[src/rtl/gsw_pkg.sv]
package gsw_pkg;

  // Length of the current interval in clock cycles.
  function automatic int unsigned interval_len(input logic extended,
                                               input int unsigned base,
                                               input int unsigned mult);
    return extended ? base * mult : base;
  endfunction

  // Next value of a counter that saturates at lim.
  function automatic int unsigned sat_inc(input int unsigned v, input int unsigned lim);
    return (v >= lim) ? lim : v + 1;
  endfunction

endpackage

[src/rtl/gsw_hb_edge.sv]
module gsw_hb_edge #(
  parameter int unsigned SYNC_STAGES = 2
) (
  input  logic clk,
  input  logic rst_n,
  input  logic hb_i,
  output logic hb_fall_o
);
  localparam int unsigned MSB = SYNC_STAGES - 1;

  logic [MSB:0] sync_q;
  logic         prev_q;

  // The line idles high, so the chain resets to ones and no edge appears after reset.
  always_ff @(posedge clk or negedge rst_n) begin
    if (!rst_n) begin
      sync_q <= '1;
      prev_q <= 1'b1;
    end else begin
      sync_q <= {sync_q[MSB-1:0], hb_i};
      prev_q <= sync_q[MSB];
    end
  end

  assign hb_fall_o = prev_q & ~sync_q[MSB];

  AST_FALL_IS_PULSE: assert property (@(posedge clk) disable iff (!rst_n)
    hb_fall_o |=> !hb_fall_o);
endmodule

[src/rtl/gsw_interval_timer.sv]
module gsw_interval_timer
  import gsw_pkg::*;
#(
  parameter int unsigned BASE_CYCLES = 1000,
  parameter int unsigned START_MULT  = 8
) (
  input  logic clk,
  input  logic rst_n,
  input  logic en_i,
  input  logic hb_fall_i,
  output logic expire_o,
  output logic ext_expire_o,
  output logic ext_mode_o
);
  localparam int unsigned LONG_CYCLES = BASE_CYCLES * START_MULT;
  localparam int unsigned CW          = $clog2(LONG_CYCLES + 1);

  logic [CW-1:0] cnt_q;
  logic          ext_q;   // armed while idle, so every enable rise starts extended
  logic [CW-1:0] last_tick;

  assign last_tick    = CW'(interval_len(ext_q, BASE_CYCLES, START_MULT) - 1);
  assign expire_o     = en_i && !hb_fall_i && (cnt_q == last_tick);
  assign ext_expire_o = expire_o && ext_q;
  assign ext_mode_o   = ext_q;

  always_ff @(posedge clk or negedge rst_n) begin
    if (!rst_n) begin
      cnt_q <= '0;
      ext_q <= 1'b1;
    end else if (!en_i) begin
      cnt_q <= '0;
      ext_q <= 1'b1;
    end else if (hb_fall_i || expire_o) begin
      cnt_q <= '0;
      ext_q <= 1'b0;
    end else begin
      cnt_q <= cnt_q + 1'b1;
    end
  end

  AST_COUNT_IN_WINDOW: assert property (@(posedge clk) disable iff (!rst_n)
    cnt_q <= last_tick);
  AST_EXT_ARMS_WHEN_IDLE: assert property (@(posedge clk) disable iff (!rst_n)
    $rose(ext_q) |-> $past(!en_i));
  AST_EDGE_ENDS_EXTENDED: assert property (@(posedge clk) disable iff (!rst_n)
    en_i && hb_fall_i |=> !ext_q);
endmodule

[src/rtl/gsw_fail_hyst.sv]
module gsw_fail_hyst
  import gsw_pkg::*;
#(
  parameter int unsigned FAULT_LIMIT = 3,
  parameter int unsigned GOOD_LIMIT  = 3
) (
  input  logic clk,
  input  logic rst_n,
  input  logic en_i,
  input  logic hb_fall_i,
  input  logic expire_i,
  input  logic ext_expire_i,
  output logic good_edge_o,
  output logic fail_n_o
);
  localparam int unsigned FW = $clog2(FAULT_LIMIT + 1);
  localparam int unsigned GW = $clog2(GOOD_LIMIT + 1);

  logic [FW-1:0] fault_q;
  logic [GW-1:0] good_q;
  logic          clean_q;  // no expiry since the previous edge
  logic          fail_n_q;

  assign good_edge_o = en_i && hb_fall_i && clean_q;
  assign fail_n_o    = fail_n_q;

  always_ff @(posedge clk or negedge rst_n) begin
    if (!rst_n) begin
      fault_q  <= '0;
      good_q   <= '0;
      clean_q  <= 1'b1;
      fail_n_q <= 1'b1;
    end else if (!en_i) begin
      fault_q  <= '0;
      good_q   <= '0;
      clean_q  <= 1'b1;
      fail_n_q <= 1'b1;
    end else if (hb_fall_i) begin
      fault_q <= '0;
      clean_q <= 1'b1;
      if (!fail_n_q && clean_q) begin
        if (good_q == GW'(GOOD_LIMIT - 1)) begin
          fail_n_q <= 1'b1;
          good_q   <= '0;
        end else begin
          good_q <= good_q + 1'b1;
        end
      end
    end else if (expire_i) begin
      clean_q <= 1'b0;
      good_q  <= '0;
      fault_q <= FW'(sat_inc(fault_q, FAULT_LIMIT));
      if (ext_expire_i || fault_q >= FW'(FAULT_LIMIT - 1)) fail_n_q <= 1'b0;
    end
  end

  AST_FAULT_SATURATES: assert property (@(posedge clk) disable iff (!rst_n)
    fault_q <= FW'(FAULT_LIMIT));
  AST_DROP_NEEDS_EXPIRY: assert property (@(posedge clk) disable iff (!rst_n)
    $fell(fail_n_q) |-> $past(expire_i));
  AST_RELEASE_ON_GOOD_EDGE: assert property (@(posedge clk) disable iff (!rst_n)
    $past(en_i) && $rose(fail_n_q) |-> $past(good_edge_o));
endmodule

[src/rtl/gated_start_watchdog.sv]
module gated_start_watchdog #(
  parameter int unsigned BASE_CYCLES = 1000,
  parameter int unsigned START_MULT  = 8,
  parameter int unsigned FAULT_LIMIT = 3,
  parameter int unsigned GOOD_LIMIT  = 3,
  parameter int unsigned SYNC_STAGES = 2
) (
  input  logic clk,
  input  logic rst_n,
  input  logic en_i,
  input  logic heartbeat_i,
  output logic failover_n_o
);
  logic hb_fall;
  logic expire;
  logic ext_expire;
  logic ext_mode;
  logic good_edge;

  gsw_hb_edge #(.SYNC_STAGES(SYNC_STAGES)) u_edge (
    .clk(clk), .rst_n(rst_n), .hb_i(heartbeat_i), .hb_fall_o(hb_fall)
  );

  gsw_interval_timer #(.BASE_CYCLES(BASE_CYCLES), .START_MULT(START_MULT)) u_timer (
    .clk(clk), .rst_n(rst_n), .en_i(en_i), .hb_fall_i(hb_fall),
    .expire_o(expire), .ext_expire_o(ext_expire), .ext_mode_o(ext_mode)
  );

  gsw_fail_hyst #(.FAULT_LIMIT(FAULT_LIMIT), .GOOD_LIMIT(GOOD_LIMIT)) u_hyst (
    .clk(clk), .rst_n(rst_n), .en_i(en_i), .hb_fall_i(hb_fall),
    .expire_i(expire), .ext_expire_i(ext_expire),
    .good_edge_o(good_edge), .fail_n_o(failover_n_o)
  );

  AST_EXT_EXPIRY_DROPS: assert property (@(posedge clk) disable iff (!rst_n)
    ext_expire |=> !failover_n_o);
  AST_IDLE_RELEASED: assert property (@(posedge clk) disable iff (!rst_n)
    !en_i |=> failover_n_o);
  AST_EXT_EXPIRY_ONLY_EXTENDED: assert property (@(posedge clk) disable iff (!rst_n)
    ext_expire |-> ext_mode && !good_edge);
endmodule

[config.mk]
export PLATFORM = sky130hd
export DESIGN_NAME = gated_start_watchdog
export DESIGN_NICKNAME = d
export VERILOG_FILES = /design/src/rtl/gsw_pkg.sv /design/src/rtl/gsw_hb_edge.sv /design/src/rtl/gsw_interval_timer.sv /design/src/rtl/gsw_fail_hyst.sv /design/src/rtl/gated_start_watchdog.sv
export SDC_FILE = /design/constraint.sdc
export NUM_CORES = 1
export LEC_CHECK = 0
export BUFFER_PORTS_ARGS = -buffer_cell sky130_fd_sc_hd__buf_2
export CORE_UTILIZATION = 58
export DETAILED_ROUTE_END_ITERATION = 6
export PLACE_DENSITY = 0.79
export SETUP_SLACK_MARGIN = 0.1
export SLEW_MARGIN = 25
export SYNTH_ARGS = -nofsm -noshare
export SYNTH_HDL_FRONTEND = slang
export SYNTH_SLANG_ARGS = --single-unit
export TNS_END_PERCENT = 100
[constraint.sdc]
create_clock -name clk -period 2.4 [get_ports clk]
set_clock_uncertainty 0.2 [all_clocks]
set_input_delay 0.48 -clock clk [delete_from_list [all_inputs] [get_ports clk]]
set_output_delay 0.48 -clock clk [all_outputs]
set_load 0.05 [all_outputs]
==> metrics.cfg <==
[critical_path]
cpMaxStageDelayCell=or4_4
critPathMaxStageDelay_ps=540
critPathMaxFanout=5
startpoint=u_timer.cnt_q[4]
required_ps=2380
crit_path_start_kind=flop
arrival_ps=2280
ff2ff_path_depth=4
worstSetupPathType=flop to flop
r2r_start=u_timer.cnt_q[4]
critPathCaptureType=flop
path_cells=or4_1 > or4_4 > a2111oi_4 > a211oi_2

[die]
core_area_sq_um=1730
dieArea_sq_um=2010
io_pins=5
fp.dieW_microns=44.8
rows=15
start_util=0.616
die_h_microns=44.8

[cts]
root_buffer=clkbuf_4
cts_sinks=23
tritoncts=done
cts_buffers=3
clk_latency_ps=310
cts_max_path_buffers=2
clk_pin_slew_ps=120
htree_levels=1

[run]
max_cap_viol_count=0

[route]
drt-total-wl_mm=2.00
viasPerCell=5.75
ant_nets=0
drt_iter0_drc=19
drt_pre_antenna_iters=4
wire_per_inst_microns=14.7
vias=782
drc_errors=0

[placed_design]
globalplace.congestion=0.861
post-place-ws_ps=72.8
dp_hpwl_mm=1.36
portBuffers=4

[worst_hold_path]
holdPathStages=1
worstHoldStart=heartbeat_i
hp-class=primary input to flop

[finish]
layout_common_cells=dfrtp_1 (17), nor3_1 (14), nand3_1 (9), xnor2_1 (9), nand2_1 (8)
drive_above_1_share=0.189
layout.nets=117
multi_input_area_sq_um=479
area_growth_pct=11.4
seqCellArea_sq_um=583
antenna_cells=0
n_fill_cell=142
final_common_cell=dfrtp_1

[grt]
grt_overflow=0
grt_max_degree=24
grt_pass1_wl_mm=3.32
grt_pass1_vias=774
track_usage=0.239
antenna_found_initial=0

[timing]
rsz0062_at_grt=true
setup_violations=0
hold_viol=0
holdWs_ps=55.2
setup_slack_ps=98.6
maxSlewHeadroom=0.639
worstMarginPinSlew_ps=541
setup_tns_ps=0
drv_slew=0
max_freq_mhz=435
layout_min_cycle_time_ps=2300
final.period_utilization=0.959

[synthesis]
synth_warnings=0
synth_top_family_by_area=simple AND/OR/NAND/NOR gates
synth_cell_types=32
netlist_area_sq_um=1060
synth_simple_gate_area_frac=0.232
synth.avg_cell_area_sq_um=10.4
muxShareOfSynthArea=0
synthAdderAreaFrac=0.0118
syn-instance-count=102
yosys_register_bits=23
synth_seq_area_share=0.548
syn-num-nets=107
synth_xor_area_frac=0.0906
synth-compound-area-share=0.0894

[pwr]
peakVddDrop_mv=0.499
power_density_nw_per_um2=510
p_total_mw=0.604
power.leakage_nw=0.441

[status]
outcome=complete, no violations

-- registers in the layout (all words and copies together) (netlist names) --
signal and flops:
u_timer.cnt_q 13, u_edge.sync_q 2, u_hyst.fault_q 2, u_hyst.good_q 2
u_edge.prev_q 1, u_hyst.clean_q 1, u_hyst.fail_n_o 1, u_timer.ext_mode_o 1
-- logic make-up after synthesis --
| group | after synthesis |
|---|---|
| flip-flops | 23 |
| buffers and inverters | 7 |
| AO/OA/AOI/OAI | 13 |
| adder cells (fa/ha/maj) | 1 |
| AND/OR/NAND/NOR | 47 |
| XOR/XNOR | 11 |
-- layout make-up --
type                            count  area share
Sequential cell                    23       0.492
Multi-Input combinational cell     72       0.404
Timing Repair Buffer                7      0.0380
Tap cell                           25      0.0264
Clock buffer                        3      0.0190
Inverter                            5      0.0158
Clock inverter                      1     0.00422
-- worst paths after layout --
check	end	slack (ps)
max	u_hyst.fault_q[0]	100
min	u_edge.sync_q[0]	60
max reg2reg	u_hyst.fault_q[0]	100
min reg2reg	u_edge.sync_q[1]	160
max in group asynchronous	u_edge.sync_q[1]	1180
min in group asynchronous	u_timer.cnt_q[0]	460
-- critical path, delay by kind of cell (launching register included) --
family          cells  cell delay [ps]
flops               1              440
simple gates        2             1030
compound gates      2              500
-- synth_stat cells --
master / number / area share
dfrtp_1: 17 / 0.40
o311ai_0: 1 / 0.0082
dfstp_2: 6 / 0.15
or2_2: 1 / 0.0059
a21o_1: 2 / 0.014
nor4_1: 2 / 0.012
o31ai_1: 1 / 0.0071
or4_1: 1 / 0.0071
and2_1: 1 / 0.0059
o32ai_1: 2 / 0.016
nor2_1: 4 / 0.014
nand2b_1: 1 / 0.0059
inv_1: 5 / 0.018
and3_1: 1 / 0.0059
o21a_1: 1 / 0.0071
xnor2_1: 9 / 0.074
nor2b_1: 1 / 0.0059
or4_4: 1 / 0.011
buf_4: 1 / 0.0071
nand3_1: 9 / 0.042
nand4_1: 1 / 0.0059
clkbuf_1: 1 / 0.0035
a211oi_1: 2 / 0.014
or3_1: 1 / 0.0059
nand2_1: 8 / 0.028
nor3_1: 14 / 0.066
a2111oi_0: 1 / 0.0082
or4bb_1: 1 / 0.011
xor2_1: 2 / 0.016
o21ai_0: 2 / 0.0094
a21oi_1: 1 / 0.0047
ha_1: 1 / 0.012
-- metal layers --
metal / wire length [microns] / global-route usage
met3: 49 / 0.0480
met2: 887 / 0.359
met5: 0 / 0
met1: 1000 / 0.310
met4: 56 / 0.170
-- timing repair --
action,CTS,global route
hold buffers,1,0
endpoints found under the setup margin,1,3
gates resized for setup,2,3
setup buffers,0,0
endpoints found under the hold margin,17,0
-- per-stage QoR --
step / area [sq um] / cells / utilization
final: 1180 / 136 / 0.686
after global routing: 1180 / 136 / 0.686
after CTS: 1160 / 136 / 0.673
after detailed placement: 1120 / 131 / 0.648
after global placement: 1120 / 131 / 0.648
after floorplan: 1060 / 102 / -
-- where the power goes --
| part | total (mW) | leakage (nW) | internal, mW | switching, mW |
|---|---|---|---|---|
| logic | 0.0287 | 0.124 | 0.00900 | 0.0197 |
| registers | 0.402 | 0.299 | 0.397 | 0.00485 |
| clock network | 0.173 | 0.0177 | 0.0622 | 0.111 |
| total | 0.604 | 0.441 | 0.469 | 0.136 |
No activity file was read; power rests on OpenSTA's default activity.
